## src/rtl/sec_clock_pkg.sv

```systemverilog
package sec_clock_pkg;
  localparam int CTL_RUN_BIT   = 7;
  localparam int CTL_ALM_BIT   = 1;
  localparam int ACTL_FLAG_BIT = 0;
  localparam int CTL_ADDR      = 0;
  localparam int ACTL_ADDR     = 1;
  localparam int WWIN_BASE     = 2;

  typedef enum logic [2:0] {
    RG_NONE,
    RG_CTRL,
    RG_ACTL,
    RG_WWIN,
    RG_RWIN,
    RG_ALRM
  } region_e;
endpackage

```

## src/rtl/sec_clock_bus.sv

```systemverilog
module sec_clock_bus
  import sec_clock_pkg::*;
#(
  parameter int ADDR_W = 4,
  parameter int NBYTES = 4,
  parameter int IDX_W  = 2
) (
  input  logic              clk,
  input  logic              rst_n,
  input  logic              req_valid,
  output logic              req_ready,
  input  logic              req_write,
  input  logic [ADDR_W-1:0] req_addr,
  output logic              rsp_valid,
  input  logic              rsp_ready,
  output logic [7:0]        rsp_rdata,
  input  logic [7:0]        rd_byte,
  output region_e           sel_region,
  output logic [IDX_W-1:0]  sel_idx,
  output logic              wr_fire
);
  localparam int RWIN_BASE = WWIN_BASE + NBYTES;
  localparam int ALRM_BASE = WWIN_BASE + 2 * NBYTES;
  localparam int MAP_END   = WWIN_BASE + 3 * NBYTES;

  logic              fire;
  logic [ADDR_W-1:0] off;

  assign req_ready = !rsp_valid || rsp_ready;
  assign fire      = req_valid && req_ready;
  assign wr_fire   = fire && req_write;

  always_comb begin
    sel_region = RG_NONE;
    off        = '0;
    if (int'(req_addr) == CTL_ADDR) begin
      sel_region = RG_CTRL;
    end else if (int'(req_addr) == ACTL_ADDR) begin
      sel_region = RG_ACTL;
    end else if (int'(req_addr) < RWIN_BASE) begin
      sel_region = RG_WWIN;
      off        = req_addr - ADDR_W'(WWIN_BASE);
    end else if (int'(req_addr) < ALRM_BASE) begin
      sel_region = RG_RWIN;
      off        = req_addr - ADDR_W'(RWIN_BASE);
    end else if (int'(req_addr) < MAP_END) begin
      sel_region = RG_ALRM;
      off        = req_addr - ADDR_W'(ALRM_BASE);
    end
    sel_idx = off[IDX_W-1:0];
  end

  always_ff @(posedge clk) begin
    if (!rst_n) begin
      rsp_valid <= 1'b0;
      rsp_rdata <= '0;
    end else if (fire && !req_write) begin
      rsp_valid <= 1'b1;
      rsp_rdata <= rd_byte;
    end else if (rsp_ready) begin
      rsp_valid <= 1'b0;
    end
  end
endmodule

```

## src/rtl/sec_clock_counter.sv

```systemverilog
module sec_clock_counter #(
  parameter int CNT_W  = 32,
  parameter int NBYTES = 4,
  parameter int IDX_W  = 2
) (
  input  logic             clk,
  input  logic             rst_n,
  input  logic             tick,
  input  logic             run,
  input  logic             stage_we,
  input  logic [IDX_W-1:0] stage_idx,
  input  logic [7:0]       wbyte,
  output logic             commit,
  output logic [CNT_W-1:0] count
);
  logic [CNT_W-1:8] stage_q;

  assign commit = stage_we && (stage_idx == '0);

  for (genvar b = 1; b < NBYTES; b++) begin : g_stage
    always_ff @(posedge clk) begin
      if (!rst_n) begin
        stage_q[b*8 +: 8] <= '0;
      end else if (stage_we && stage_idx == IDX_W'(b)) begin
        stage_q[b*8 +: 8] <= wbyte;
      end
    end
  end

  always_ff @(posedge clk) begin
    if (!rst_n) begin
      count <= '0;
    end else if (commit) begin
      count <= {stage_q, wbyte};
    end else if (run && tick) begin
      count <= count + 1'b1;
    end
  end
endmodule

```

## src/rtl/sec_clock_alarm.sv

```systemverilog
module sec_clock_alarm #(
  parameter int CNT_W  = 32,
  parameter int NBYTES = 4,
  parameter int IDX_W  = 2
) (
  input  logic             clk,
  input  logic             rst_n,
  input  logic [CNT_W-1:0] count,
  input  logic             alm_en,
  input  logic             val_we,
  input  logic [IDX_W-1:0] val_idx,
  input  logic             actl_we,
  input  logic [7:0]       wbyte,
  output logic [CNT_W-1:0] alarm_val,
  output logic [7:0]       actl,
  output logic             irq
);
  logic hit;
  logic flag_q;
  logic [7:1] spare_q;

  for (genvar b = 0; b < NBYTES; b++) begin : g_val
    always_ff @(posedge clk) begin
      if (!rst_n) begin
        alarm_val[b*8 +: 8] <= '0;
      end else if (val_we && val_idx == IDX_W'(b)) begin
        alarm_val[b*8 +: 8] <= wbyte;
      end
    end
  end

  assign hit = alm_en && (count == alarm_val);

  always_ff @(posedge clk) begin
    if (!rst_n) begin
      flag_q  <= 1'b0;
      spare_q <= '0;
    end else begin
      if (actl_we) spare_q <= wbyte[7:1];
      if (hit) begin
        flag_q <= 1'b1;
      end else if (actl_we && !wbyte[0]) begin
        flag_q <= 1'b0;
      end
    end
  end

  assign actl = {spare_q, flag_q};
  assign irq  = flag_q && alm_en;
endmodule

```

## src/rtl/sec_clock_regs.sv

```systemverilog
module sec_clock_regs
  import sec_clock_pkg::*;
#(
  parameter int CNT_W  = 32,
  parameter int ADDR_W = 4
) (
  input  logic              clk,
  input  logic              rst_n,
  input  logic              sec_tick,
  input  logic              req_valid,
  output logic              req_ready,
  input  logic              req_write,
  input  logic [ADDR_W-1:0] req_addr,
  input  logic [7:0]        req_wdata,
  output logic              rsp_valid,
  input  logic              rsp_ready,
  output logic [7:0]        rsp_rdata,
  output logic              alarm_irq
);
  localparam int NBYTES = CNT_W / 8;
  localparam int IDX_W  = (NBYTES > 1) ? $clog2(NBYTES) : 1;

  region_e          sel_region;
  logic [IDX_W-1:0] sel_idx;
  logic             wr_fire;
  logic [7:0]       rd_byte;
  logic [7:0]       ctrl_q;
  logic [7:0]       actl;
  logic [CNT_W-1:0] count_q;
  logic [CNT_W-1:0] alarm_val;
  logic             commit;

  sec_clock_bus #(.ADDR_W(ADDR_W), .NBYTES(NBYTES), .IDX_W(IDX_W)) u_bus (
    .clk       (clk),
    .rst_n     (rst_n),
    .req_valid (req_valid),
    .req_ready (req_ready),
    .req_write (req_write),
    .req_addr  (req_addr),
    .rsp_valid (rsp_valid),
    .rsp_ready (rsp_ready),
    .rsp_rdata (rsp_rdata),
    .rd_byte   (rd_byte),
    .sel_region(sel_region),
    .sel_idx   (sel_idx),
    .wr_fire   (wr_fire)
  );

  always_ff @(posedge clk) begin
    if (!rst_n) begin
      ctrl_q <= '0;
    end else if (wr_fire && sel_region == RG_CTRL) begin
      ctrl_q <= req_wdata;
    end
  end

  sec_clock_counter #(.CNT_W(CNT_W), .NBYTES(NBYTES), .IDX_W(IDX_W)) u_cnt (
    .clk      (clk),
    .rst_n    (rst_n),
    .tick     (sec_tick),
    .run      (ctrl_q[CTL_RUN_BIT]),
    .stage_we (wr_fire && sel_region == RG_WWIN),
    .stage_idx(sel_idx),
    .wbyte    (req_wdata),
    .commit   (commit),
    .count    (count_q)
  );

  sec_clock_alarm #(.CNT_W(CNT_W), .NBYTES(NBYTES), .IDX_W(IDX_W)) u_alm (
    .clk      (clk),
    .rst_n    (rst_n),
    .count    (count_q),
    .alm_en   (ctrl_q[CTL_ALM_BIT]),
    .val_we   (wr_fire && sel_region == RG_ALRM),
    .val_idx  (sel_idx),
    .actl_we  (wr_fire && sel_region == RG_ACTL),
    .wbyte    (req_wdata),
    .alarm_val(alarm_val),
    .actl     (actl),
    .irq      (alarm_irq)
  );

  always_comb begin
    unique case (sel_region)
      RG_CTRL: rd_byte = ctrl_q;
      RG_ACTL: rd_byte = actl;
      RG_RWIN: rd_byte = count_q[sel_idx*8 +: 8];
      RG_ALRM: rd_byte = alarm_val[sel_idx*8 +: 8];
      default: rd_byte = 8'h00;
    endcase
  end
endmodule

```

## config.mk

```make
export PLATFORM = sky130hd
export DESIGN_NAME = sec_clock_regs
export DESIGN_NICKNAME = d
export VERILOG_FILES = /design/src/rtl/sec_clock_pkg.sv /design/src/rtl/sec_clock_bus.sv /design/src/rtl/sec_clock_counter.sv /design/src/rtl/sec_clock_alarm.sv /design/src/rtl/sec_clock_regs.sv
export SDC_FILE = /design/constraint.sdc
export NUM_CORES = 1
export LEC_CHECK = 0
export ABC_AREA = 1
export CAP_MARGIN = 15
export CORE_MARGIN = 2
export CORE_UTILIZATION = 40
export CTS_CLUSTER_SIZE = 40
export DETAILED_ROUTE_END_ITERATION = 10
export GPL_TIMING_DRIVEN = 0
export PLACE_DENSITY = 0.53
export SLEW_MARGIN = 40
export SYNTH_ARGS = -nofsm -noshare
export SYNTH_HDL_FRONTEND = slang
export SYNTH_SLANG_ARGS = --single-unit
```

## constraint.sdc

```tcl
create_clock -name clk -period 1.93 [get_ports clk]
set_clock_uncertainty 0.05 [all_clocks]
set_input_delay 0.2895 -clock clk [delete_from_list [all_inputs] [get_ports clk]]
set_output_delay 0.2895 -clock clk [all_outputs]
set_load 0.05 [all_outputs]
```

After elaboration in Yosys (flattened, before gate mapping)

Cells that the tools add are included.

Output and inout port bits: 11
Input port bits: 18
Word-level logic and storage cells: 77
Register bits after elaboration: 113

Multiplexer cells: 17
Equal/unequal tests: 10
Add/sub/neg operators: 4
Reduce and logical (&&, ||, !) cells: 28
$lt $le $gt $ge: 3
Shift-type cells: 2

Operator list:

| operator                                                   | number |
|---|---|
| two-way mux 32 bit                                         | 2 |
| indexed part select 32 x 6 -> 8 bit                        | 2 |
| adder 32 x 1 -> 32 bit, second input constant              | 1 |
| == test 32 bit                                             | 1 |
| one-hot mux 8 bit (4 select lines)                         | 1 |
| logical AND 1 bit                                          | 19 |
| two-way mux 3 bit                                          | 5 |
| two-way mux 2 bit                                          | 5 |
| less-than comparator 4 bit, second input constant          | 2 |
| == test 3 x 2 -> 1 bit, second input constant              | 2 |
| == test 3 bit, second input constant                       | 2 |
| nonzero test 2 bit                                         | 3 |
| subtractor 2 bit, second input constant                    | 3 |
| == test 2 bit, second input constant                       | 2 |
| == test 4 x 2 -> 1 bit, second input constant              | 1 |
| zero test 4 bit                                            | 1 |
| less-than comparator 4 x 3 -> 1 bit, second input constant | 1 |
| two-way mux 1 bit                                          | 4 |
| == test 3 x 1 -> 1 bit, second input constant              | 1 |
| zero test 1 bit                                            | 3 |
| == test 2 x 1 -> 1 bit, second input constant              | 1 |
| zero test 2 bit                                            | 1 |
| logical OR 1 bit                                           | 1 |

Longest topological paths before layout

Depth in word-level cells: 11
Depth in mapped cells: 13
Depth with buffers taken out: 12

Modules after synthesis

A second synthesis with hierarchy kept.

Cell total of the unflattened synthesis: 1151
Area, all modules: 7144.4 um2

Modules (own cells, without submodules):

| module            | instances | cells each | area an instance (um2) | sequential area each (um2) |
|---|---|---|---|---|
| sec_clock_counter | 1         | 483        | 3163.0                 | 1121.1 |
| sec_clock_alarm   | 1         | 291        | 1941.9                 | 800.8 |
| sec_clock_regs    | 1         | 285        | 1463.9                 | 160.2 |
| sec_clock_bus     | 1         | 92         | 575.6                  | 180.2 |

Least setup slack after synthesis

No wires, ideal clock.

Path type: register to register
Start point: reg u_bus.rsp_valid
End point: reg u_cnt.count[18]
Cell stages (with the launch flop): 10
Library setup time: 0.128 ns
Arrival time: 2.172 ns
Slack: -0.420 ns
Required time: 1.752 ns
Path buffers: 1
Cells stage by stage: dfxtp_1 > nand2_1 > nand3_2 > nor3_4 > nand2_4 > nand2_2 > inv_2 > buf_2 > a21oi_1 > nor2_1

Cells in the longest elaborated chain, start to end: 7
Elaborated cells on any way between the ends: 8

Ends and longest elaborated chain:

| element                                                  | line                    | RTL |
|---|---|---|
| from (decl)                                              | sec_clock_bus.sv:14     | `output logic rsp_valid,` |
| from (signal assigned)                                   | sec_clock_bus.sv:55     | `rsp_valid <= 1'b0;` |
| from (signal assigned)                                   | sec_clock_bus.sv:58     | `rsp_valid <= 1'b1;` |
| from (signal assigned)                                   | sec_clock_bus.sv:61     | `rsp_valid <= 1'b0;` |
| zero test 1 bit (*)                                      | sec_clock_bus.sv:29     | `assign req_ready = !rsp_valid \|\| rsp_ready;` |
| logical OR 1 bit (*)                                     | sec_clock_bus.sv:29     |  |
| net req_ready                                            | sec_clock_regs.sv:11    | `output logic req_ready,` |
| logical AND 1 bit (*)                                    | sec_clock_bus.sv:30     | `assign fire = req_valid && req_ready;` |
| logical AND 1 bit (*)                                    | sec_clock_bus.sv:31     | `assign wr_fire = fire && req_write;` |
| logical AND 1 bit (*)                                    | sec_clock_regs.sv:62    | `.stage_we (wr_fire && sel_region == RG_WWIN),` |
| logical AND 1 bit (*)                                    | sec_clock_counter.sv:18 | `assign commit = stage_we && (stage_idx == '0);` |
| two-way mux 32 bit or nonzero test 2 bit (tied branches) | -                       |  |
| to (signal assigned)                                     | sec_clock_counter.sv:34 | `count <= {stage_q, wbyte};` |
| to (signal assigned)                                     | sec_clock_counter.sv:36 | `count <= count + 1'b1;` |
| to (decl)                                                | sec_clock_counter.sv:14 | `output logic [CNT_W-1:0] count` |

Mark *: on every way through the listed nets, which the timed path passes. The rest lies on a longest branch.
A chain may end at the register's enable or synchronous reset.

Final worst setup path

Start point: in rsp_ready
End point: reg u_cnt.count[9]

Cells in the longest elaborated chain, start to end: 6
Elaborated cells on any way between the ends: 7

Ends and longest elaborated chain:

| element                                                  | line                    | RTL |
|---|---|---|
| from (decl)                                              | sec_clock_regs.sv:16    | `input logic rsp_ready,` |
| logical OR 1 bit (*)                                     | sec_clock_bus.sv:29     |  |
| logical AND 1 bit (*)                                    | sec_clock_bus.sv:30     |  |
| logical AND 1 bit (*)                                    | sec_clock_bus.sv:31     |  |
| logical AND 1 bit (*)                                    | sec_clock_regs.sv:62    |  |
| logical AND 1 bit (*)                                    | sec_clock_counter.sv:18 |  |
| two-way mux 32 bit or nonzero test 2 bit (tied branches) | -                       |  |

Mark *: on every way between the ends. The rest lies on a longest branch, timed or not.

==> impl_metrics.py <==
metrics = {
    "place": {
        "dpl.cell_count": 1226,
        "postPlaceCellArea_mm2": 0.00686,
        "port_buffers": 21,
        "gp_congestion": 0.906,
        "dpl.hpwl_um": 17400,
    },
    "detailed_routing": {
        "vias_per_cell": 5.32,
        "wl_met1_um": 11500,
        "ant_nets": 0,
        "num_vias": 6784,
        "wl_met3_um": 1550,
        "top_layer": "met4",
        "drc": 0,
        "drt_wl_total_um": 24100,
        "drtIter0Drc": 688,
        "wl_met2_um": 10600,
        "dr.pass1.iters": 5,
        "wire_per_inst_um": 18.9,
    },
    "yosys": {
        "ys_types": 37,
        "synth_common_cells": "nand2_1, nor2_1, dfxtp_1",
        "synthArstFlopShare_pct": 0,
        "synth-xor-area-share_pct": 4.13,
        "synth_nets": 1008,
        "yosys-top-cells-area": "dfxtp_1, nand2_1, nor2_1",
        "syn_avg_cell_area_um2": 6.43,
        "synth_top_cell_by_area": "dfxtp_1",
        "synth_top_area_share_pct": 35.5,
        "synthSimpleGateAreaFrac_pct": 33.9,
        "yosysMostFrequentCell": "nand2_1",
        "yosysWarnings": 0,
        "synthFlopType": "dfxtp_1",
        "muxShareOfSynthArea_pct": 0,
        "synth-seq-cells": 113,
        "synth_top_family_by_area": "simple AND/OR/NAND/NOR gates",
        "synth_edf_count": 0,
        "synthAdderAreaFrac_pct": 0.197,
        "yosysSeqAreaShare_pct": 35.5,
        "syn_inst": 989,
        "synth_compound_area_share_pct": 16.8,
        "syn_area_mm2": 0.00636,
    },
    "sta": {
        "max_freq_mhz": 527,
        "hold-worst-slack_ns": 0.285,
        "fin_crit_ns": 1.90,
        "setup_viol": 0,
        "rsz0062_at_grt": "true",
        "tightestPinTransition_ns": 0.886,
        "relSlewSlack_pct": 41.0,
        "finalMaxSlewViolations": 0,
        "finalHoldViolCount": 0,
        "finalCritPeriodShare_pct": 98.3,
    },
    "min_path": {
        "min_from": "req_wdata[4]",
        "worstHoldEndpoint": "u_alm.spare_q[4]$_SDFFE_PN0N_",
        "min_path_type": "in2reg",
        "whs_path_depth": 3,
    },
    "worst_setup_path": {
        "critical_path_buf_inv_count": 5,
        "crit_chain": "clkdlybuf4s50_1 > inv_2 > nand2_8 > nand3_4 > nor3_4 > nand2_4 > nand2_8 > clkbuf_16 > buf_4 > o211ai_1 > nand2_1 > inv_1",
        "crit_path_frequent_cell": "nand2_8",
        "slowest_stage": "clkdlybuf4s50_1",
        "cp-end-kind": "flip-flop",
        "startpoint_type": "primary input",
        "worst_ep_arrival_time_ns": 2.17,
        "rr_endpoint": "u_cnt.count[24]$_SDFFE_PN0P_",
        "cp.required_ns": 2.20,
        "crit_fanout": 7,
        "r2r_slack_ns": 0.07,
        "r2r_cells": 9,
        "crit_family": "simple AND/OR/NAND/NOR gates",
        "max_stage_delay_ns": 0.47,
        "path_class": "in2reg",
        "r2r-start": "u_cnt.count[12]$_SDFFE_PN0P_",
    },
    "global_route": {
        "grt_antenna_before_repair": 0,
        "grt_max_degree": 17,
        "grt_usage_pct": 29.0,
        "grt_pass1_vias": 6009,
        "grt_pass1_wl_um": 36200,
        "grt.overflow.total": 0,
    },
    "die": {
        "dieArea_mm2": 0.0169,
        "core-area_mm2": 0.0157,
        "pin_count": 29,
        "initial_core_util_pct": 40.5,
        "die_w_um": 130,
        "rows": 46,
        "die_h_um": 130,
    },
    "clock_tree": {
        "h-tree-depth": 4,
        "cts_tree": "yes",
        "cts_hold_buf": 0,
        "root_buffer": "clkbuf_16",
        "clk_latency_ns": 0.42,
        "cts.sinks": 113,
        "clk_pin_slew_worst_paths_ns": 0.06,
        "cts_buffer_depth": 2,
        "cts_made_buffers": 17,
    },
    "power": {
        "p_leak_nw": 3.31,
        "ir_drop_uv": 628,
        "power_density_mw_per_mm2": 797,
    },
    "final_layout": {
        "area_growth_pct": 24.2,
        "instances_no_fill": 1274,
        "finalNetCount": 1064,
        "antennaDiodeCount": 0,
        "final_area_mm2": 0.00790,
        "layout-drive-gt1-share_pct": 13.9,
    },
    "run_status": {
        "status": "completed",
    },
    "job": {
        "maxCapViolCount": 0,
    },
}
==> area by class of cell <==
class	count	area (µm²)
Fill cell	1712	7810
Multi-Input combinational cell	727	3700
Sequential cell	113	2270
Clock buffer	18	429
Timing Repair Buffer	42	398
Inverter	101	385
Tap cell	216	270
Buffer	43	255
Clock inverter	14	190
==> sequential cells by signal, summed over array words and instances, names as in the netlist <==
name / count
u_alm.spare_q: 7
u_bus.rsp_valid: 1
u_cnt.stage_q: 24
u_bus.rsp_rdata: 8
ctrl_q: 8
u_alm.alarm_val: 32
u_alm.flag_q: 1
u_cnt.count: 32
==> logic make-up (layout without fill, tap and decap cells) <==
group / after synthesis / in the layout
and+or+nand+nor: 496 / 496
AOI/OAI and AO/OA: 200 / 200
buffers and inverters: 149 / 218
DFF: 113 / 113
xor gates and xnor gates: 30 / 30
adders and majority gates: 1 / 1
==> tightest hold or removal path: cells and delay by family <==
kind | cells | cell delay, ns
AND/OR/NAND/NOR | 2 | 0.19
buffers and inverters | 1 | 0.23
==> cell usage in the layout (no fill, tap or decap), types with 7 or more instances in the layout <==
cell             count
inv_1               86
nor2_2               7
dfxtp_1            106
nand2_1            226
nand4_1             29
nor3_1              15
a21oi_1             65
clkbuf_1            11
o21ai_0             93
buf_2               14
xor2_1              24
clkbuf_16           19
inv_2               12
buf_4               23
nor2_4              11
clkdlybuf4s50_1     11
nor2_1             122
nand3_1             61
o21ai_1              8
o22ai_1              9
==> worst max-delay path by stage <==
stage / to / slack [ns] / depth (start not counted) / startpoint
3_3_place_gp: u_cnt.count[19]$_SDFFE_PN0P_ / -0.95 / 11 / rsp_ready
2_1_floorplan: u_cnt.count[18]$_SDFFE_PN0P_ / 0.03 / 9 / u_bus.rsp_valid$_SDFFE_PN0P_
3_5_place_dp: u_cnt.count[18]$_SDFFE_PN0P_ / -0.97 / 11 / rsp_ready
6_report: u_cnt.count[9]$_SDFFE_PN0P_ / 0.03 / 12 / rsp_ready
4_1_cts: u_cnt.count[18]$_SDFFE_PN0P_ / -0.02 / 11 / u_cnt.count[1]$_SDFFE_PN0P_
5_1_grt: u_cnt.count[24]$_SDFFE_PN0P_ / -0.03 / 9 / u_cnt.count[9]$_SDFFE_PN0P_
==> stage by stage <==
stage          total power, mW  util, %  setup WS, ns  setup TNS [ns]
6_report                  6.30     50.3        0.0320               0
5_1_grt                   6.48     50.3       -0.0262          -0.101
4_1_cts                   6.30     48.4       -0.0165         -0.0165
3_5_place_dp              2.94     43.7        -0.965          -71.07
3_3_place_gp              2.95     43.7        -0.949          -70.55
2_1_floorplan             2.74        -        0.0263               0
==> power by group <==
part           switching [mW]  total (mW)  internal (mW)
logic                   0.391       0.547          0.156
registers              0.0236        2.39           2.36
clock network            1.21        3.37           2.15
==> per-layer routing <==
metal	track usage, %	up-vias
met5	0	-
met4	9.23	0
met3	5.86	37
met2	44.0	231
met1	41.2	3158
li1	-	3358
==> timing repair <==
action	in CTS	in global routing
gates cloned	0	2
gates resized for setup	27	69
endpoints found under the setup margin	100	70
setup buffers	8	11
pin swaps	4	9
No activity file was read; power rests on OpenSTA's default activity.
